[src/rtl/hecc_pkg.sv]
package hecc_pkg;

    localparam int BYTE_W    = 8;
    localparam int BIT_IDX_W = 3;

    typedef enum logic [1:0] {
        ST_CLEAN     = 2'd0,
        ST_DATA_FIX  = 2'd1,
        ST_CODE_ONLY = 2'd2,
        ST_FATAL     = 2'd3
    } ecc_status_e;

    // Lanes of a byte whose bit position has index bit b set
    function automatic logic [BYTE_W-1:0] lane_mask(input int b);
        logic [BYTE_W-1:0] m;
        for (int j = 0; j < BYTE_W; j++) begin
            m[j] = ((j >> b) & 1) == 1;
        end
        return m;
    endfunction

endpackage

[src/rtl/hecc_accum.sv]
module hecc_accum
    import hecc_pkg::*;
#(
    parameter int SECTOR_BYTES = 512
) (
    input  logic                          clk,
    input  logic                          rst_n,
    input  logic                          sec_start,
    input  logic                          byte_valid,
    input  logic [BYTE_W-1:0]             byte_data,
    output logic                          sector_end,
    output logic [$clog2(SECTOR_BYTES)+BIT_IDX_W-1:0] hi_fin,
    output logic [$clog2(SECTOR_BYTES)+BIT_IDX_W-1:0] lo_fin
);
    localparam int OFF_W   = $clog2(SECTOR_BYTES);
    localparam int GROUP_W = OFF_W + BIT_IDX_W;
    localparam logic [OFF_W-1:0] LAST = OFF_W'(SECTOR_BYTES - 1);

    typedef struct packed {
        logic               armed;
        logic [OFF_W-1:0]   cnt;
        logic [GROUP_W-1:0] hi;
        logic [GROUP_W-1:0] lo;
    } acc_t;

    acc_t st_q, st_d;

    logic               b_arm;
    logic [OFF_W-1:0]   b_cnt;
    logic [GROUP_W-1:0] b_hi, b_lo, c_hi, c_lo;
    logic               par, take;

    always_comb begin
        b_arm = sec_start | st_q.armed;
        b_cnt = sec_start ? '0 : st_q.cnt;
        b_hi  = sec_start ? '0 : st_q.hi;
        b_lo  = sec_start ? '0 : st_q.lo;
        take  = byte_valid & b_arm;
        par   = ^byte_data;

        for (int b = 0; b < BIT_IDX_W; b++) begin
            c_hi[b] = ^(byte_data &  lane_mask(b));
            c_lo[b] = ^(byte_data & ~lane_mask(b));
        end
        for (int m = 0; m < OFF_W; m++) begin
            c_hi[BIT_IDX_W+m] = par &  b_cnt[m];
            c_lo[BIT_IDX_W+m] = par & ~b_cnt[m];
        end

        hi_fin     = take ? (b_hi ^ c_hi) : b_hi;
        lo_fin     = take ? (b_lo ^ c_lo) : b_lo;
        sector_end = take & (b_cnt == LAST);

        st_d.armed = b_arm & ~sector_end;
        st_d.cnt   = sector_end ? '0 : b_cnt + {{(OFF_W-1){1'b0}}, take};
        st_d.hi    = sector_end ? '0 : hi_fin;
        st_d.lo    = sector_end ? '0 : lo_fin;
    end

    always_ff @(posedge clk) begin
        if (!rst_n) st_q <= '0;
        else        st_q <= st_d;
    end

endmodule

[src/rtl/hecc_pack.sv]
module hecc_pack #(
    parameter int GROUP_W = 12
) (
    input  logic                   clk,
    input  logic                   rst_n,
    input  logic                   sector_end,
    input  logic [GROUP_W-1:0]     hi_fin,
    input  logic [GROUP_W-1:0]     lo_fin,
    output logic [2*GROUP_W-1:0]   code_out,
    output logic                   code_done
);
    localparam int CODE_W = 2 * GROUP_W;

    typedef struct packed {
        logic              done;
        logic [CODE_W-1:0] code;
    } pack_t;

    pack_t st_q, st_d;

    always_comb begin
        st_d.done = sector_end;
        // inversion makes an erased sector agree with an erased spare area
        st_d.code = sector_end ? ~{hi_fin, lo_fin} : st_q.code;
    end

    always_ff @(posedge clk) begin
        if (!rst_n) begin
            st_q.done <= 1'b0;
            st_q.code <= '1;
        end else begin
            st_q <= st_d;
        end
    end

    assign code_out  = st_q.code;
    assign code_done = st_q.done;

endmodule

[src/rtl/hecc_correct.sv]
module hecc_correct
    import hecc_pkg::*;
#(
    parameter int SECTOR_BYTES = 512
) (
    input  logic                                          clk,
    input  logic                                          rst_n,
    input  logic                                          chk_valid,
    input  logic [2*($clog2(SECTOR_BYTES)+BIT_IDX_W)-1:0] chk_code,
    input  logic [2*($clog2(SECTOR_BYTES)+BIT_IDX_W)-1:0] calc_code,
    output logic                                          res_valid,
    output logic [1:0]                                    res_status,
    output logic [$clog2(SECTOR_BYTES)-1:0]               res_offset,
    output logic [BIT_IDX_W-1:0]                          res_bit
);
    localparam int OFF_W   = $clog2(SECTOR_BYTES);
    localparam int GROUP_W = OFF_W + BIT_IDX_W;
    localparam int CODE_W  = 2 * GROUP_W;
    localparam logic [OFF_W:0] LIMIT = (OFF_W+1)'(SECTOR_BYTES);

    typedef struct packed {
        logic                 valid;
        ecc_status_e          status;
        logic [OFF_W-1:0]     off;
        logic [BIT_IDX_W-1:0] bidx;
    } res_t;

    res_t st_q, st_d;

    logic [CODE_W-1:0]    diff;
    logic [GROUP_W-1:0]   fold;
    logic [OFF_W-1:0]     loc_off;
    logic [BIT_IDX_W-1:0] loc_bit;

    always_comb begin
        diff    = chk_code ^ calc_code;
        fold    = diff[CODE_W-1:GROUP_W] ^ diff[GROUP_W-1:0];
        loc_off = diff[CODE_W-1 -: OFF_W];
        loc_bit = diff[GROUP_W +: BIT_IDX_W];

        st_d       = st_q;
        st_d.valid = chk_valid;
        if (chk_valid) begin
            st_d.off  = '0;
            st_d.bidx = '0;
            if (diff == '0) begin
                st_d.status = ST_CLEAN;
            end else if (&fold) begin
                if ({1'b0, loc_off} < LIMIT) begin
                    st_d.status = ST_DATA_FIX;
                    st_d.off    = loc_off;
                    st_d.bidx   = loc_bit;
                end else begin
                    st_d.status = ST_FATAL;
                end
            end else if ($onehot(diff)) begin
                st_d.status = ST_CODE_ONLY;
            end else begin
                st_d.status = ST_FATAL;
            end
        end
    end

    always_ff @(posedge clk) begin
        if (!rst_n) begin
            st_q.valid  <= 1'b0;
            st_q.status <= ST_CLEAN;
            st_q.off    <= '0;
            st_q.bidx   <= '0;
        end else begin
            st_q <= st_d;
        end
    end

    assign res_valid  = st_q.valid;
    assign res_status = st_q.status;
    assign res_offset = st_q.off;
    assign res_bit    = st_q.bidx;

endmodule

[src/rtl/hamming_sector_ecc.sv]
module hamming_sector_ecc
    import hecc_pkg::*;
#(
    parameter int SECTOR_BYTES = 512
) (
    input  logic                                          clk,
    input  logic                                          rst_n,
    input  logic                                          sec_start,
    input  logic                                          byte_valid,
    input  logic [7:0]                                    byte_data,
    output logic [2*($clog2(SECTOR_BYTES)+3)-1:0]         code_out,
    output logic                                          code_done,
    input  logic                                          chk_valid,
    input  logic [2*($clog2(SECTOR_BYTES)+3)-1:0]         chk_code,
    output logic                                          res_valid,
    output logic [1:0]                                    res_status,
    output logic [$clog2(SECTOR_BYTES)-1:0]               res_offset,
    output logic [2:0]                                    res_bit
);
    localparam int OFF_W   = $clog2(SECTOR_BYTES);
    localparam int GROUP_W = OFF_W + BIT_IDX_W;

    logic               sector_end;
    logic [GROUP_W-1:0] hi_fin, lo_fin;

    hecc_accum #(.SECTOR_BYTES(SECTOR_BYTES)) u_accum (
        .clk        (clk),
        .rst_n      (rst_n),
        .sec_start  (sec_start),
        .byte_valid (byte_valid),
        .byte_data  (byte_data),
        .sector_end (sector_end),
        .hi_fin     (hi_fin),
        .lo_fin     (lo_fin)
    );

    hecc_pack #(.GROUP_W(GROUP_W)) u_pack (
        .clk        (clk),
        .rst_n      (rst_n),
        .sector_end (sector_end),
        .hi_fin     (hi_fin),
        .lo_fin     (lo_fin),
        .code_out   (code_out),
        .code_done  (code_done)
    );

    hecc_correct #(.SECTOR_BYTES(SECTOR_BYTES)) u_correct (
        .clk        (clk),
        .rst_n      (rst_n),
        .chk_valid  (chk_valid),
        .chk_code   (chk_code),
        .calc_code  (code_out),
        .res_valid  (res_valid),
        .res_status (res_status),
        .res_offset (res_offset),
        .res_bit    (res_bit)
    );

endmodule

[config.mk]
export PLATFORM = sky130hd
export DESIGN_NAME = hamming_sector_ecc
export DESIGN_NICKNAME = d
export VERILOG_FILES = /design/src/rtl/hecc_pkg.sv /design/src/rtl/hecc_accum.sv /design/src/rtl/hecc_pack.sv /design/src/rtl/hecc_correct.sv /design/src/rtl/hamming_sector_ecc.sv
export SDC_FILE = /design/constraint.sdc
export NUM_CORES = 1
export LEC_CHECK = 0
export CORE_ASPECT_RATIO = 0.8
export CORE_MARGIN = 2
export CORE_UTILIZATION = 40
export CTS_BUF_LIST = sky130_fd_sc_hd__clkbuf_4 sky130_fd_sc_hd__clkbuf_8 sky130_fd_sc_hd__clkbuf_16
export CTS_CLUSTER_DIAMETER = 30
export DETAILED_ROUTE_END_ITERATION = 12
export PLACE_DENSITY = 0.67
export SLEW_MARGIN = 25
export SYNTH_ARGS = -nofsm -noshare
export SYNTH_HDL_FRONTEND = slang
export SYNTH_SLANG_ARGS = --single-unit
[constraint.sdc]
create_clock -name clk -period 12.3 [get_ports clk]
set_clock_uncertainty 0.1 [all_clocks]
set_input_delay 3.075 -clock clk [delete_from_list [all_inputs] [get_ports clk]]
set_output_delay 3.075 -clock clk [all_outputs]
set_load 0.02 [all_outputs]
==> flow_metrics.env <==
export IMPL_status="complete, no violations"
export IMPL_yosysSeqAreaShare=0.334
export IMPL_antenna_found_initial=0
export IMPL_cts_tree="done"
export IMPL_cts_repair_resized=0
export IMPL_num_antenna_cells=0
export IMPL_reg2reg_slack_ns=6.94
export IMPL_portBuffers=76
export IMPL_htree_levels=3
export IMPL_hold_class="flop to flop"
export IMPL_vias=3690
export IMPL_core_area_mm2=0.0108
export IMPL_syn_cell_area_mm2=0.00444
export IMPL_fmax_ghz=0.123
export IMPL_first_iter_violations=275
export IMPL_final_util=0.520
export IMPL_drcViolationCount=0
export IMPL_clk_pin_slew_ns=0.06
export IMPL_grt_usage=0.210
export IMPL_drt_pass1_iter_count=4
export IMPL_power_leakage_nw=2.38
export IMPL_final_common_cell="clkdlybuf4s50_1"
export IMPL_power_density_mw_per_mm2=149
export IMPL_cts_post_setup_buffers_inserted=0
export IMPL_critPathSlowestCell="fa_1"
export IMPL_fp_dieH_um=98.2
export IMPL_async_flop_share=0
export IMPL_synth_net_count=587
export IMPL_finalHoldViolCount=0
export IMPL_criticalPathCategory="input pin to flop"
export IMPL_synthTopCellsByArea="dfxtp_1 33%, xnor2_1 12%, ha_1 9.0%, fa_1 8.6%, inv_1 5.0%"
export IMPL_grt_pass1_wl_um=19200
export IMPL_first_global_vias=3636
export IMPL_yosys_cell_types_count=39
export IMPL_rsz0062_at_grt="false"
export IMPL_grt_start_max_net_pins=32
export IMPL_post_drt_wl_per_cell_um=16.7
export IMPL_maxCapViolCount=0
export IMPL_antenna_left=0
export IMPL_root_buffer="clkbuf_16"
export IMPL_wirelength_um=12000
export IMPL_worstPathRequired_ns=12.43
export IMPL_fp_dieW_um=122
export IMPL_drive_above_1_share=0.0524
export IMPL_ctsHoldBuffers=0
export IMPL_setup_viol=0
export IMPL_ys_ff_latch=74
export IMPL_synth_top_area_frac=0.334
export IMPL_syn_to_final_growth_pct=27.1
export IMPL_dp_hpwl_um=9250
export IMPL_grt_ovfl_total=0
export IMPL_clockBufferDepth=2
export IMPL_p_total_mw=0.841
export IMPL_ys_flop_type="dfxtp_1"
export IMPL_via_per_inst=5.15
export IMPL_hold_slack_ns=0.359
export IMPL_critPathMaxFanout=4
export IMPL_arrival_ns=8.28
export IMPL_final_min_clock_period_ns=8.14
export IMPL_finalSetupTns_ns=0
export IMPL_drv_slew=0
export IMPL_synth_edf_count=0
export IMPL_path_cells="clkdlybuf4s50_1 > xnor2_1 > inv_1 > ha_1 > fa_1 > inv_1 > fa_1 > fa_1 > fa_1 > inv_1 > fa_1 > ha_1 > fa_1 > xnor2_1 > o2bb2ai_1 > nand2_1 > a21oi_1 > a21oi_1"
export IMPL_slew_headroom=0.352
export IMPL_fin_nets=656
export IMPL_place_area_mm2=0.00531
export IMPL_numCtsBuffers=9
export IMPL_dieArea_mm2=0.0120
export IMPL_clk_insertion_delay_late_ns=0.34
export IMPL_cts_sinks=74
export IMPL_final_cell_mix="76 x clkdlybuf4s50_1, 74 x dfxtp_1, 62 x xnor2_1"
export IMPL_startpoint_type="input pin"
export IMPL_synth_top_area_cell="dfxtp_1"
export IMPL_synth_warnings=0
export IMPL_row_count=34
export IMPL_place_congestion=0.947
export IMPL_initial_core_util=0.409
export IMPL_synthCells=499
export IMPL_ir_worst_vdd_uv=70.6
export IMPL_finalInstanceArea_mm2=0.00564
export IMPL_max_stage_delay_ns=0.54
export IMPL_worstMarginPinSlew_ns=0.969
export IMPL_min_period_over_period=0.662
export IMPL_io_pins=77
export IMPL_cp_end_kind="flop"
export IMPL_syn_area_per_cell_um2=8.89
export IMPL_crit_top_cell="fa_1"
## sequential cells by signal (all words and copies together) (netlist names)
name / cells
u_correct.res_offset: 9
u_accum.st_q: 34
u_pack.code_done: 1
u_correct.res_valid: 1
u_pack.code_out: 24
u_correct.res_bit: 3
u_correct.res_status: 2
## area by class of cell
cell class,instances,area [µm²]
fillers,1019,5210
inverters,60,225
clock buffers,9,225
repair buffers,79,783
multi-input cells,344,2640
well taps,144,180
flip-flops and latches,74,1480
clock inverters,7,101
## through the flow
| step | std cells | setup slack [ns] |
|---|---|---|
| after floorplan | 499 | 4.67 |
| after global placement | 701 | 3.93 |
| after detailed placement | 701 | 3.82 |
| after CTS | 717 | 4.19 |
| after global routing | 717 | 3.88 |
| final | 717 | 4.16 |
## cells in the mapped netlist (4+ instances only)
master,n
a21oi_1,14
and3_1,4
clkbuf_1,17
dfxtp_1,74
fa_1,19
ha_1,32
inv_1,59
nand2_1,57
nand3_1,7
nand4_1,8
nor2_1,30
nor2b_1,15
nor3_1,10
o211ai_1,22
o21a_1,8
o21ai_0,13
o21ba_2,8
o311ai_0,13
xnor2_1,62
## final timing paths
path | from | endpoint | cells past startpoint
max | chk_code[20] | u_correct.res_status[0] | 18
min | u_correct.res_bit[2] | u_correct.res_bit[2] | 2
max reg2reg | u_pack.code_out[20] | u_correct.res_status[0] | 17
min reg2reg | u_correct.res_bit[2] | u_correct.res_bit[2] | 2
## power breakdown
part           internal, mW  switching (mW)
registers             0.248         0.00445
logic                 0.133           0.166
clock network         0.179           0.110
## kinds of logic after synthesis
kind of cell	after synthesis	synth area share
adder cells (fa/ha/maj)	51	0.176
AND/OR/NAND/NOR	141	0.147
XOR/XNOR	65	0.130
flip-flops	74	0.334
multiplexers	1	0.00226
buffers and inverters	81	0.0708
AO/OA/AOI/OAI	86	0.140
## metal layers
metal | vias up | GRT usage | wire length [µm]
met5 | - | 0 | 0
met4 | 0 | 0.0628 | 178
met3 | 17 | 0.0619 | 1010
met2 | 134 | 0.299 | 5010
met1 | 1746 | 0.306 | 5760
li1 | 1793 | - | -
## worst max-delay path, delay by kind of cell
family | cells | cell delay (ns)
buf+inv | 4 | 0.63
fa+ha+maj | 8 | 3.46
compound gates | 3 | 0.35
simple gates | 1 | 0.07
xor+xnor | 2 | 0.68
Note: power is estimated with default switching activity, not from simulation.
